$ cat src/rtl/iwb_pkg.sv
package iwb_pkg;

    localparam int HOST_AW = 8;
    localparam int BUS_DW  = 32;
    localparam int TGT_AW  = 16;
    localparam int ERR_EN_BIT = 15;

    typedef enum logic [1:0] {
        SEL_ADDR = 2'd0,
        SEL_DATA = 2'd1,
        SEL_CTRL = 2'd2,
        SEL_NONE = 2'd3
    } win_sel_e;

    typedef struct packed {
        logic     hit_cfg;
        logic     hit_ctl;
        win_sel_e sel;
    } host_dec_t;

    function automatic host_dec_t decode_offset(input logic [HOST_AW-1:0] off);
        host_dec_t d;
        d.hit_cfg = 1'b0;
        d.hit_ctl = 1'b0;
        d.sel     = SEL_NONE;
        if (off[HOST_AW-1:5] == '0 && off[1:0] == 2'b00 && off[3:2] != 2'b11) begin
            d.sel     = win_sel_e'(off[3:2]);
            d.hit_cfg = ~off[4];
            d.hit_ctl = off[4];
        end
        return d;
    endfunction

endpackage

$ cat src/rtl/iwb_decode.sv
module iwb_decode
    import iwb_pkg::*;
(
    input  logic               psel,
    input  logic               penable,
    input  logic [HOST_AW-1:0] paddr,
    output logic               acc_cfg,
    output logic               acc_ctl,
    output win_sel_e           sel
);
    host_dec_t dec;

    always_comb begin
        dec     = decode_offset(paddr);
        acc_cfg = psel && penable && dec.hit_cfg;
        acc_ctl = psel && penable && dec.hit_ctl;
        sel     = dec.sel;
    end

    always_comb begin
        assert_exclusive_window_R1: assert (!(acc_cfg && acc_ctl));
    end
endmodule

$ cat src/rtl/iwb_window.sv
module iwb_window
    import iwb_pkg::*;
#(
    parameter int DATA_W = 32,
    parameter int LIMIT  = 32'h1000
) (
    input  logic              clk,
    input  logic              rst,
    input  logic              acc,
    input  win_sel_e          sel,
    input  logic              we,
    input  logic [BUS_DW-1:0] wdata,
    output logic [BUS_DW-1:0] rdata,
    output logic              err,
    output logic              tgt_req,
    output logic              tgt_we,
    output logic [TGT_AW-1:0] tgt_addr,
    output logic [DATA_W-1:0] tgt_wdata,
    input  logic [DATA_W-1:0] tgt_rdata
);
    localparam logic [TGT_AW:0] LIM = LIMIT[TGT_AW:0];

    logic [TGT_AW-1:0] addr_q;
    logic              err_en_q;
    logic [DATA_W-1:0] cap_q;
    logic              in_range;
    logic              too_wide;
    logic              data_acc;
    logic              refuse;
    logic [BUS_DW-1:0] cap_ext;

    generate
        if (DATA_W < BUS_DW) begin : g_narrow
            assign too_wide = |wdata[BUS_DW-1:DATA_W];
        end else begin : g_full
            assign too_wide = 1'b0;
        end
    endgenerate

    always_comb begin
        in_range = ({1'b0, addr_q} < LIM);
        data_acc = acc && (sel == SEL_DATA);
        refuse   = !in_range || (err_en_q && we && too_wide);
        tgt_req  = data_acc && !refuse;
        tgt_we   = we;
        tgt_addr = addr_q;
        tgt_wdata = wdata[DATA_W-1:0];
        err      = data_acc && err_en_q && refuse;
        cap_ext  = '0;
        cap_ext[DATA_W-1:0] = cap_q;
        case (sel)
            SEL_ADDR: rdata = {{(BUS_DW-TGT_AW){1'b0}}, addr_q};
            SEL_DATA: rdata = cap_ext;
            SEL_CTRL: rdata = BUS_DW'({err_en_q, {ERR_EN_BIT{1'b0}}});
            default:  rdata = '0;
        endcase
    end

    always_ff @(posedge clk) begin
        if (rst) begin
            addr_q   <= '0;
            err_en_q <= 1'b0;
            cap_q    <= '0;
        end else if (acc) begin
            if (we && sel == SEL_ADDR) addr_q <= wdata[TGT_AW-1:0];
            if (we && sel == SEL_CTRL) err_en_q <= wdata[ERR_EN_BIT];
            if (!we && sel == SEL_DATA) cap_q <= in_range ? tgt_rdata : '0;
        end
    end

    assert_no_req_on_addr_write_R3: assert property (@(posedge clk) disable iff (rst)
        (acc && sel == SEL_ADDR) |-> !tgt_req);

    assert_addr_holds_R3: assert property (@(posedge clk) disable iff (rst)
        !(acc && we && sel == SEL_ADDR) |=> $stable(tgt_addr));

    assert_capture_loads_R4: assert property (@(posedge clk) disable iff (rst)
        (tgt_req && !tgt_we) |=> (rdata == $past(cap_ext_fetch())) || (sel != SEL_DATA));

    assert_req_in_range_R8: assert property (@(posedge clk) disable iff (rst)
        tgt_req |-> ({1'b0, tgt_addr} < LIM));

    function automatic logic [BUS_DW-1:0] cap_ext_fetch();
        logic [BUS_DW-1:0] v;
        v = '0;
        v[DATA_W-1:0] = tgt_rdata;
        return v;
    endfunction
endmodule

$ cat src/rtl/iwb_resp_mux.sv
module iwb_resp_mux
    import iwb_pkg::*;
(
    input  logic              acc_ctl,
    input  logic [BUS_DW-1:0] rdata_cfg,
    input  logic [BUS_DW-1:0] rdata_ctl,
    input  logic              err_cfg,
    input  logic              err_ctl,
    output logic [BUS_DW-1:0] prdata,
    output logic              pslverr
);
    always_comb begin
        prdata  = acc_ctl ? rdata_ctl : rdata_cfg;
        pslverr = err_cfg || err_ctl;
    end
endmodule

$ cat src/rtl/indirect_window_bridge.sv
module indirect_window_bridge
    import iwb_pkg::*;
#(
    parameter int CFG_LIMIT = 32'h1000,
    parameter int CTL_LIMIT = 32'h10000,
    parameter int CTL_DW    = 8
) (
    input  logic               clk,
    input  logic               rst,
    input  logic               psel,
    input  logic               penable,
    input  logic               pwrite,
    input  logic [HOST_AW-1:0] paddr,
    input  logic [BUS_DW-1:0]  pwdata,
    output logic [BUS_DW-1:0]  prdata,
    output logic               pready,
    output logic               pslverr,
    output logic               cfg_req,
    output logic               cfg_we,
    output logic [TGT_AW-1:0]  cfg_addr,
    output logic [BUS_DW-1:0]  cfg_wdata,
    input  logic [BUS_DW-1:0]  cfg_rdata,
    output logic               ctl_req,
    output logic               ctl_we,
    output logic [TGT_AW-1:0]  ctl_addr,
    output logic [CTL_DW-1:0]  ctl_wdata,
    input  logic [CTL_DW-1:0]  ctl_rdata
);
    logic              acc_cfg;
    logic              acc_ctl;
    win_sel_e          sel;
    logic [BUS_DW-1:0] rdata_cfg;
    logic [BUS_DW-1:0] rdata_ctl;
    logic              err_cfg;
    logic              err_ctl;
    logic              rd_cfg;
    logic              rd_ctl;

    assign pready = 1'b1;

    iwb_decode u_decode (
        .psel    (psel),
        .penable (penable),
        .paddr   (paddr),
        .acc_cfg (acc_cfg),
        .acc_ctl (acc_ctl),
        .sel     (sel)
    );

    iwb_window #(.DATA_W(BUS_DW), .LIMIT(CFG_LIMIT)) u_win_cfg (
        .clk       (clk),
        .rst       (rst),
        .acc       (acc_cfg),
        .sel       (sel),
        .we        (pwrite),
        .wdata     (pwdata),
        .rdata     (rdata_cfg),
        .err       (err_cfg),
        .tgt_req   (cfg_req),
        .tgt_we    (cfg_we),
        .tgt_addr  (cfg_addr),
        .tgt_wdata (cfg_wdata),
        .tgt_rdata (cfg_rdata)
    );

    iwb_window #(.DATA_W(CTL_DW), .LIMIT(CTL_LIMIT)) u_win_ctl (
        .clk       (clk),
        .rst       (rst),
        .acc       (acc_ctl),
        .sel       (sel),
        .we        (pwrite),
        .wdata     (pwdata),
        .rdata     (rdata_ctl),
        .err       (err_ctl),
        .tgt_req   (ctl_req),
        .tgt_we    (ctl_we),
        .tgt_addr  (ctl_addr),
        .tgt_wdata (ctl_wdata),
        .tgt_rdata (ctl_rdata)
    );

    iwb_resp_mux u_resp (
        .acc_ctl   (acc_ctl),
        .rdata_cfg (rdata_cfg),
        .rdata_ctl (rdata_ctl),
        .err_cfg   (err_cfg),
        .err_ctl   (err_ctl),
        .prdata    (prdata),
        .pslverr   (pslverr)
    );

    assign rd_cfg = cfg_req && !cfg_we;
    assign rd_ctl = ctl_req && !ctl_we;

    assert_one_target_R1: assert property (@(posedge clk) disable iff (rst)
        $onehot0({cfg_req, ctl_req}));

    assert_err_in_access_R10: assert property (@(posedge clk) disable iff (rst)
        pslverr |-> (psel && penable));

    assert_read_strobe_single_R4: assert property (@(posedge clk) disable iff (rst)
        (rd_cfg || rd_ctl) |-> (psel && penable && !pwrite));
endmodule

$ cat config.mk
export PLATFORM = sky130hd
export DESIGN_NAME = indirect_window_bridge
export DESIGN_NICKNAME = d
export VERILOG_FILES = /design/src/rtl/iwb_pkg.sv /design/src/rtl/iwb_decode.sv /design/src/rtl/iwb_window.sv /design/src/rtl/iwb_resp_mux.sv /design/src/rtl/indirect_window_bridge.sv
export SDC_FILE = /design/constraint.sdc
export NUM_CORES = 1
export LEC_CHECK = 0
export BUFFER_PORTS_ARGS = -buffer_cell sky130_fd_sc_hd__buf_2
export CORE_MARGIN = 4
export CORE_UTILIZATION = 38
export DETAILED_ROUTE_END_ITERATION = 16
export PLACE_DENSITY = 0.69
export SLEW_MARGIN = 20
export SYNTH_ARGS = -nofsm -noshare
export SYNTH_HDL_FRONTEND = slang
export SYNTH_SLANG_ARGS = --single-unit
$ cat constraint.sdc
create_clock -name clk -period 3.05 [get_ports clk]
set_input_delay 0.7625 -clock clk [delete_from_list [all_inputs] [get_ports clk]]
set_output_delay 0.7625 -clock clk [all_outputs]
set_load 0.1 [all_outputs]
==> metrics, run 1 <==
status=finished clean; pwr dens=394.3 nW/µm²; type of the setup path with the least slack=primary input to output port; TritonCTS buffer count=9; buffer cell driving the clock tree root=sky130_fd_sc_hd__clkbuf_8; Post CTS Setup Buffer Count=0; layout cells sized above 1=47.54%; Bufs on Longest Clock Path=2; number of clock sinks=74; clock tree from TritonCTS=done; required time reported for the critical path endpoint=2.29 ns; Die Outline Area=11590 µm²; pin count of the biggest net entering global routing=46; die width=107.6 µm; final hold violations=0; routability-driven placement congestion ratio=0.8045; num ports=195; hold-fix buffer count after cts=0; critical path startpoint category=primary input; unrepaired setup endpoints after global routing=false; Final Routed Wirelength=11890 µm; Routed wire per std cell=16.91 µm; normalized max-slew margin=43.29%; total of max-cap violations=0; worst hold margin=0.4541 ns; total area of multi-input combinational cells=1961 µm²; overall track demand over capacity in global routing=20.00%; Gate Count Post-Synth=422; transition time at the pin with the least slew margin=0.8486 ns; number of distinct standard cells referenced by the synthesized netlist=31; Slew Limit Fails=0; Final Total Pwr=2117 µW; synthesized area per cell=8.939 µm²; antenna-violating nets left=0; cell row count=36; initial antenna violation count=0; Net Count, Synth=507; number of design rule violations left after detail routing=0; worst hold path type=flip-flop to flip-flop; combined area of all synthesized cells=3772 µm²; via count=3543; Final Cycle Share=95.26%; Post-DP HPWL=9011 µm; highest-count cells in the layout ignoring fill and taps=sky130_fd_sc_hd__buf_2 (163), sky130_fd_sc_hd__dfxtp_1 (74), sky130_fd_sc_hd__mux2i_1 (51); combined flip-flop and latch cell area=1481 µm²; worst path arrival time=2.14 ns; via count of the first global-routing pass=3524; Area growth syn-to-layout=42.29%; cts repair resizes=0; Max IR drop VDD=0.2650 mV; register clock-pin slew on the reported worst setup and hold paths=0.07 ns; number of setup violations in the final report=0; Die Y-Extent=107.6 µm; commonest non-fill, non-tap cell in the layout=sky130_fd_sc_hd__buf_2; number of input and output port buffers inserted=193; starting density of the core=38.77%; Filler Cell Count=883; depth of the CTS H-tree=3; Detailed Route Iter0 Violations=112; total global routing overflow=0; Post-Layout Cell Count=703; via density per instance=5.040; Leakage Power=0.002544 µW; kind of end point of the critical path=output port; post-synthesis sequential element count=74; clock insertion delay at the later pin of the skew report=0.34 ns; area of the placeable core=9729 µm²; sequential fraction of the synthesis area=39.27%; Achievable Freq=344.2 MHz; Min Clock Period, post-route=2.905 ns; post-route clock skew=0.004388 ns; number of placed cells counting well taps=687; first-pass iteration count of the detailed router=4; first-pass GRT wire length=18060 µm; total number of nets in the final design=650; maximum fanout along the worst path=9; number of inserted diodes=0; number of warnings issued by yosys=0
[state kept, by name, summed over array words and instances (netlist names)]
name,flops
u_win_cfg.cap_ext,32
u_win_cfg.tgt_addr,16
u_win_ctl.tgt_addr,16
u_win_ctl.cap_q,8
u_win_cfg.err_en_q,1
u_win_ctl.err_en_q,1
[synth_stat cells]
master / instances / area share, %
sky130_fd_sc_hd__o32ai_1: 1 / 0.23
sky130_fd_sc_hd__buf_4: 47 / 9.4
sky130_fd_sc_hd__nor2b_1: 4 / 0.66
sky130_fd_sc_hd__a2bb2oi_1: 8 / 1.9
sky130_fd_sc_hd__and3_1: 3 / 0.50
sky130_fd_sc_hd__nand3b_1: 1 / 0.20
sky130_fd_sc_hd__nor4_4: 1 / 0.56
sky130_fd_sc_hd__nand4_1: 4 / 0.66
sky130_fd_sc_hd__conb_1: 1 / 0.099
sky130_fd_sc_hd__a21oi_1: 32 / 4.2
sky130_fd_sc_hd__dfxtp_1: 74 / 39
sky130_fd_sc_hd__and2_1: 8 / 1.3
sky130_fd_sc_hd__mux2i_1: 51 / 14
sky130_fd_sc_hd__clkbuf_1: 21 / 2.1
sky130_fd_sc_hd__nor2_1: 51 / 5.1
sky130_fd_sc_hd__and3_2: 14 / 2.8
sky130_fd_sc_hd__and4_1: 1 / 0.23
sky130_fd_sc_hd__o21ba_2: 1 / 0.27
sky130_fd_sc_hd__nand2_1: 35 / 3.5
sky130_fd_sc_hd__and2_0: 1 / 0.17
sky130_fd_sc_hd__buf_6: 2 / 0.60
sky130_fd_sc_hd__nand4_2: 2 / 0.66
sky130_fd_sc_hd__nor4_1: 7 / 1.2
sky130_fd_sc_hd__and4_2: 1 / 0.27
sky130_fd_sc_hd__and3b_1: 1 / 0.23
sky130_fd_sc_hd__o22ai_1: 1 / 0.17
sky130_fd_sc_hd__buf_2: 4 / 0.53
sky130_fd_sc_hd__nand2b_1: 1 / 0.17
sky130_fd_sc_hd__mux4_2: 8 / 4.8
sky130_fd_sc_hd__and2_2: 1 / 0.20
sky130_fd_sc_hd__nand3_1: 35 / 4.6
[power breakdown]
group / switching, µW / internal [µW] / total [µW]
Sequential: 0.241 / 965 / 966
Clock: 362 / 398 / 760
Combinational: 308 / 82.5 / 391
[worst max-delay path: stages]
cell and delay (ns):
sky130_fd_sc_hd__buf_2 0.11, sky130_fd_sc_hd__nor4_4 0.31, sky130_fd_sc_hd__buf_4 0.21, sky130_fd_sc_hd__nand2_1 0.29
sky130_fd_sc_hd__nor2_2 0.25, sky130_fd_sc_hd__buf_12 0.19
[area by class of cell]
type                    instances  area share (%)
clock buffers                  11           2.634
clock inverters                 5           1.002
multi-input cells             274           36.53
flip-flops and latches         74           27.60
well taps                     133           3.100
repair buffers                206           29.14
[through the flow]
step | utilization [%] | setup TNS [ns] | instance area (µm²) | worst slack [ns]
floorplan | - | -1.371 | 3918 | -0.1758
global placement | 53.16 | 0 | 5172 | 0.1408
detailed placement | 53.16 | 0 | 5172 | 0.1160
CTS | 55.17 | 0 | 5368 | 0.1165
global route | 55.17 | 0 | 5368 | 0.04906
finish | 55.17 | 0 | 5368 | 0.1446
[final timing paths]
check | startpoint | to | slack (ns) | cells after the start
setup / recovery | paddr[0] | prdata[8] | 0.14 | 6
hold / removal | u_win_cfg.cap_ext[17]$_SDFFE_PP0P_ | u_win_cfg.cap_ext[17]$_SDFFE_PP0P_ | 0.45 | 2
setup reg to reg | u_win_cfg.tgt_addr[15]$_SDFFE_PP0P_ | u_win_cfg.cap_ext[18]$_SDFFE_PP0P_ | 1.60 | 4
hold reg to reg | u_win_cfg.cap_ext[17]$_SDFFE_PP0P_ | u_win_cfg.cap_ext[17]$_SDFFE_PP0P_ | 0.45 | 2
[kinds of logic (layout without fill, tap and decap cells)]
kind of cell	after synthesis	in the layout	share of synthesized area [%]
other cells	1	1	0.09941
buf+inv	74	222	12.57
compound gates	43	43	6.766
mux	59	59	18.31
flops	74	74	39.27
simple gates	171	171	22.99
[layer usage]
layer / share of wire [%] / vias to the layer above / track usage, %
met5: 0 / - / 0
met4: 2.3 / 0 / 8.025
met3: 6.8 / 18 / 3.479
met2: 52 / 149 / 36.46
li1: - / 1707 / -
met1: 39 / 1669 / 22.98
Power figures use the tool's default switching activity.
==> run 2: changes to the inputs <==
--- a/config.mk
+++ b/config.mk
@@ -6,6 +6,7 @@
 export NUM_CORES = 1
 export LEC_CHECK = 0
 export BUFFER_PORTS_ARGS = -buffer_cell sky130_fd_sc_hd__buf_2
+export CORE_ASPECT_RATIO = 1.25
 export CORE_MARGIN = 4
 export CORE_UTILIZATION = 38
 export DETAILED_ROUTE_END_ITERATION = 16
==> constraint.sdc (replaced) <==
create_clock -name clk -period 3.05 [get_ports clk]
set_input_delay 0.7625 -clock clk [delete_from_list [all_inputs] [get_ports clk]]
set_output_delay 0.7625 -clock clk [all_outputs]
set_load 0.02 [all_outputs]
==> metrics, run 2 (synthesis results as in run 1) <==
status=finished clean; transition time at the pin with the least slew margin=0.8413 ns (-0.007289 ns); Detailed Route Iter0 Violations=162 (+45%); Routed wire per std cell=16.44 µm (-2.8%); Final Total Pwr=2119 µW (about the same); total of max-cap violations=0 (unchanged); routed wire length on met3=827 µm (+1.6%); Final Routed Wirelength=11460 µm (-3.6%); cell row count=40 (+11%); number of placed cells counting well taps=681 (-0.87%); clock insertion delay at the later pin of the skew report=0.33 ns (about the same); startpoint of the most critical hold path=u_win_cfg.cap_ext[29]$_SDFFE_PP0P_; dominant cell type by count on the critical path=sky130_fd_sc_hd__buf_2; total global routing overflow=0 (unchanged); Bufs on Longest Clock Path=2 (unchanged); first-pass iteration count of the detailed router=5 (+1); Post-Layout Cell Count=697 (-0.85%); setup slack, reg-to-reg=1.17 ns (-0.43 ns); required time reported for the critical path endpoint=2.29 ns (about the same); antenna-violating nets left=0 (unchanged); worst hold path cell count=2 (unchanged); number of inserted diodes=0 (unchanged); final hold violations=0 (unchanged); total negative slack=0 ns (unchanged); number of clock sinks=74 (unchanged); post-placement cell area=4591 µm² (-11%); pwr dens=436.3 nW/µm² (+11%); via density per instance=5.109 (+1.4%); crit path max-delay cell type=sky130_fd_sc_hd__nand3_1; Post CTS Setup Buffer Count=0 (unchanged); register clock-pin slew on the reported worst setup and hold paths=0.05 ns (-0.02 ns); cells on worst reg2reg path=4 (unchanged); worst setup path start=psel; normalized max-slew margin=43.78% (+0.49 points); worst hold path type=flip-flop to flip-flop; Crit Reg-Reg Startpoint=u_win_cfg.tgt_addr[15]$_SDFFE_PP0P_; kind of end point of the critical path=output port; unrepaired setup endpoints after global routing=false; number of input and output port buffers inserted=193 (unchanged); Slew Limit Fails=0 (unchanged); worst hold margin=0.4444 ns (-0.009762 ns); area of the placeable core=9659 µm² (-0.72%); via count of the first global-routing pass=3577 (+1.5%); commonest non-fill, non-tap cell in the layout=sky130_fd_sc_hd__buf_2; critical path's largest stage delay=0.30 ns (about the same); Routed met1 length=4610 µm (-1.1%); post-route clock skew=0.005648 ns (+0.001260 ns); Area growth syn-to-layout=28.72%; post-route design area=4856 µm² (-9.5%); total number of nets in the final design=651 (+0.15%); cts repair resizes=0 (unchanged); highest-count cells in the layout ignoring fill and taps=sky130_fd_sc_hd__buf_2 (193), sky130_fd_sc_hd__dfxtp_1 (74), sky130_fd_sc_hd__nor2_1 (51), sky130_fd_sc_hd__mux2i_1 (51); Critical R2R Capture=u_win_cfg.cap_ext[3]$_SDFFE_PP0P_; num ports=195 (unchanged); number of setup violations in the final report=0 (unchanged); Die Y-Extent=119.4 µm (+11%); clock tree from TritonCTS=done; worst-case hold path end point=u_win_cfg.cap_ext[29]$_SDFFE_PP0P_; TritonCTS buffer count=9 (unchanged); depth of the CTS H-tree=3 (unchanged); first-pass GRT wire length=18350 µm (+1.6%); worst path arrival time=2.11 ns (-0.03 ns); routability-driven placement congestion ratio=0.8381 (+4.2%); cells along the critical path=buf_2 > nand3_1 > buf_4 > mux2i_1 > a2bb2oi_1 > nor2_1 > buf_2; starting density of the core=39.05% (+0.28 points); Filler Cell Count=934 (+5.8%); Highest Signal Layer=met4; pin count of the biggest net entering global routing=44 (-4.3%); Max IR drop VDD=0.2330 mV (-12%); via count=3561 (+0.51%); max FFs per register=32 (unchanged); maximum fanout along the worst path=10 (+1); type of the setup path with the least slack=primary input to output port; number of design rule violations left after detail routing=0 (unchanged); Final Cycle Share=94.05% (-1.2 points); hold-fix buffer count after cts=0 (unchanged); met2 WL post-DR=5729 µm (-6.7%); Post-DP HPWL=8646 µm (-4.1%); Die Outline Area=11600 µm² (about the same); buffer cell driving the clock tree root=sky130_fd_sc_hd__clkbuf_16; Achievable Freq=348.6 MHz (+1.3%); critical path startpoint category=primary input; Leakage Power=0.002496 µW (-1.9%); Min Clock Period, post-route=2.869 ns (-0.03692 ns); initial antenna violation count=0 (unchanged); die width=97.12 µm (-9.8%); overall track demand over capacity in global routing=19.77% (-0.23 points); layout cells sized above 1=43.78% (-3.8 points)
-- run 2: power by group --
group	internal [µW]	switching [µW]	total, µW
clock network	569	377	946
logic	81.4	124	205
registers	967	0.244	968
-- run 2: final cells by class --
cell class	count	area, µm²	area share, %
multi-input cells	274	1831	37.70
repair buffers	207	1121	23.09
flip-flops and latches	74	1481	30.51
clock inverters	3	15.01	0.3092
clock buffers	13	250.2	5.153
well taps	126	157.7	3.247
-- run 2: worst max-delay path by stage --
stage / slack [ns] / endpoint / cells past startpoint
global route: 0.06 / prdata[11] / 7
finish: 0.18 / prdata[12] / 7
global placement: 0.20 / prdata[2] / 6
detailed placement: 0.16 / prdata[12] / 7
floorplan: 0.13 / pslverr / 5
CTS: 0.17 / prdata[12] / 7
-- run 2: worst max-delay path, delay by kind of cell --
| kind | cells | cell delay (ns) |
|---|---|---|
| buf+inv | 3 | 0.56 |
| simple gates | 2 | 0.35 |
| mux | 1 | 0.23 |
| compound gates | 1 | 0.19 |
-- run 2: routing by layer --
layer | global-route usage (%) | up-vias
li1 | - | 1707
met1 | 22.93 | 1686
met2 | 33.72 | 143
met3 | 5.507 | 25
met4 | 8.955 | 0
met5 | 0 | -
-- run 2: metrics by stage --
| step | setup WS, ns | utilization, % |
|---|---|---|
| 6_report | 0.1815 | 50.27 |
| 5_1_grt | 0.06059 | 50.27 |
| 3_5_place_dp | 0.1625 | 47.53 |
| 3_3_place_gp | 0.2011 | 47.53 |
| 2_1_floorplan | 0.1343 | - |
| 4_1_cts | 0.1696 | 50.27 |
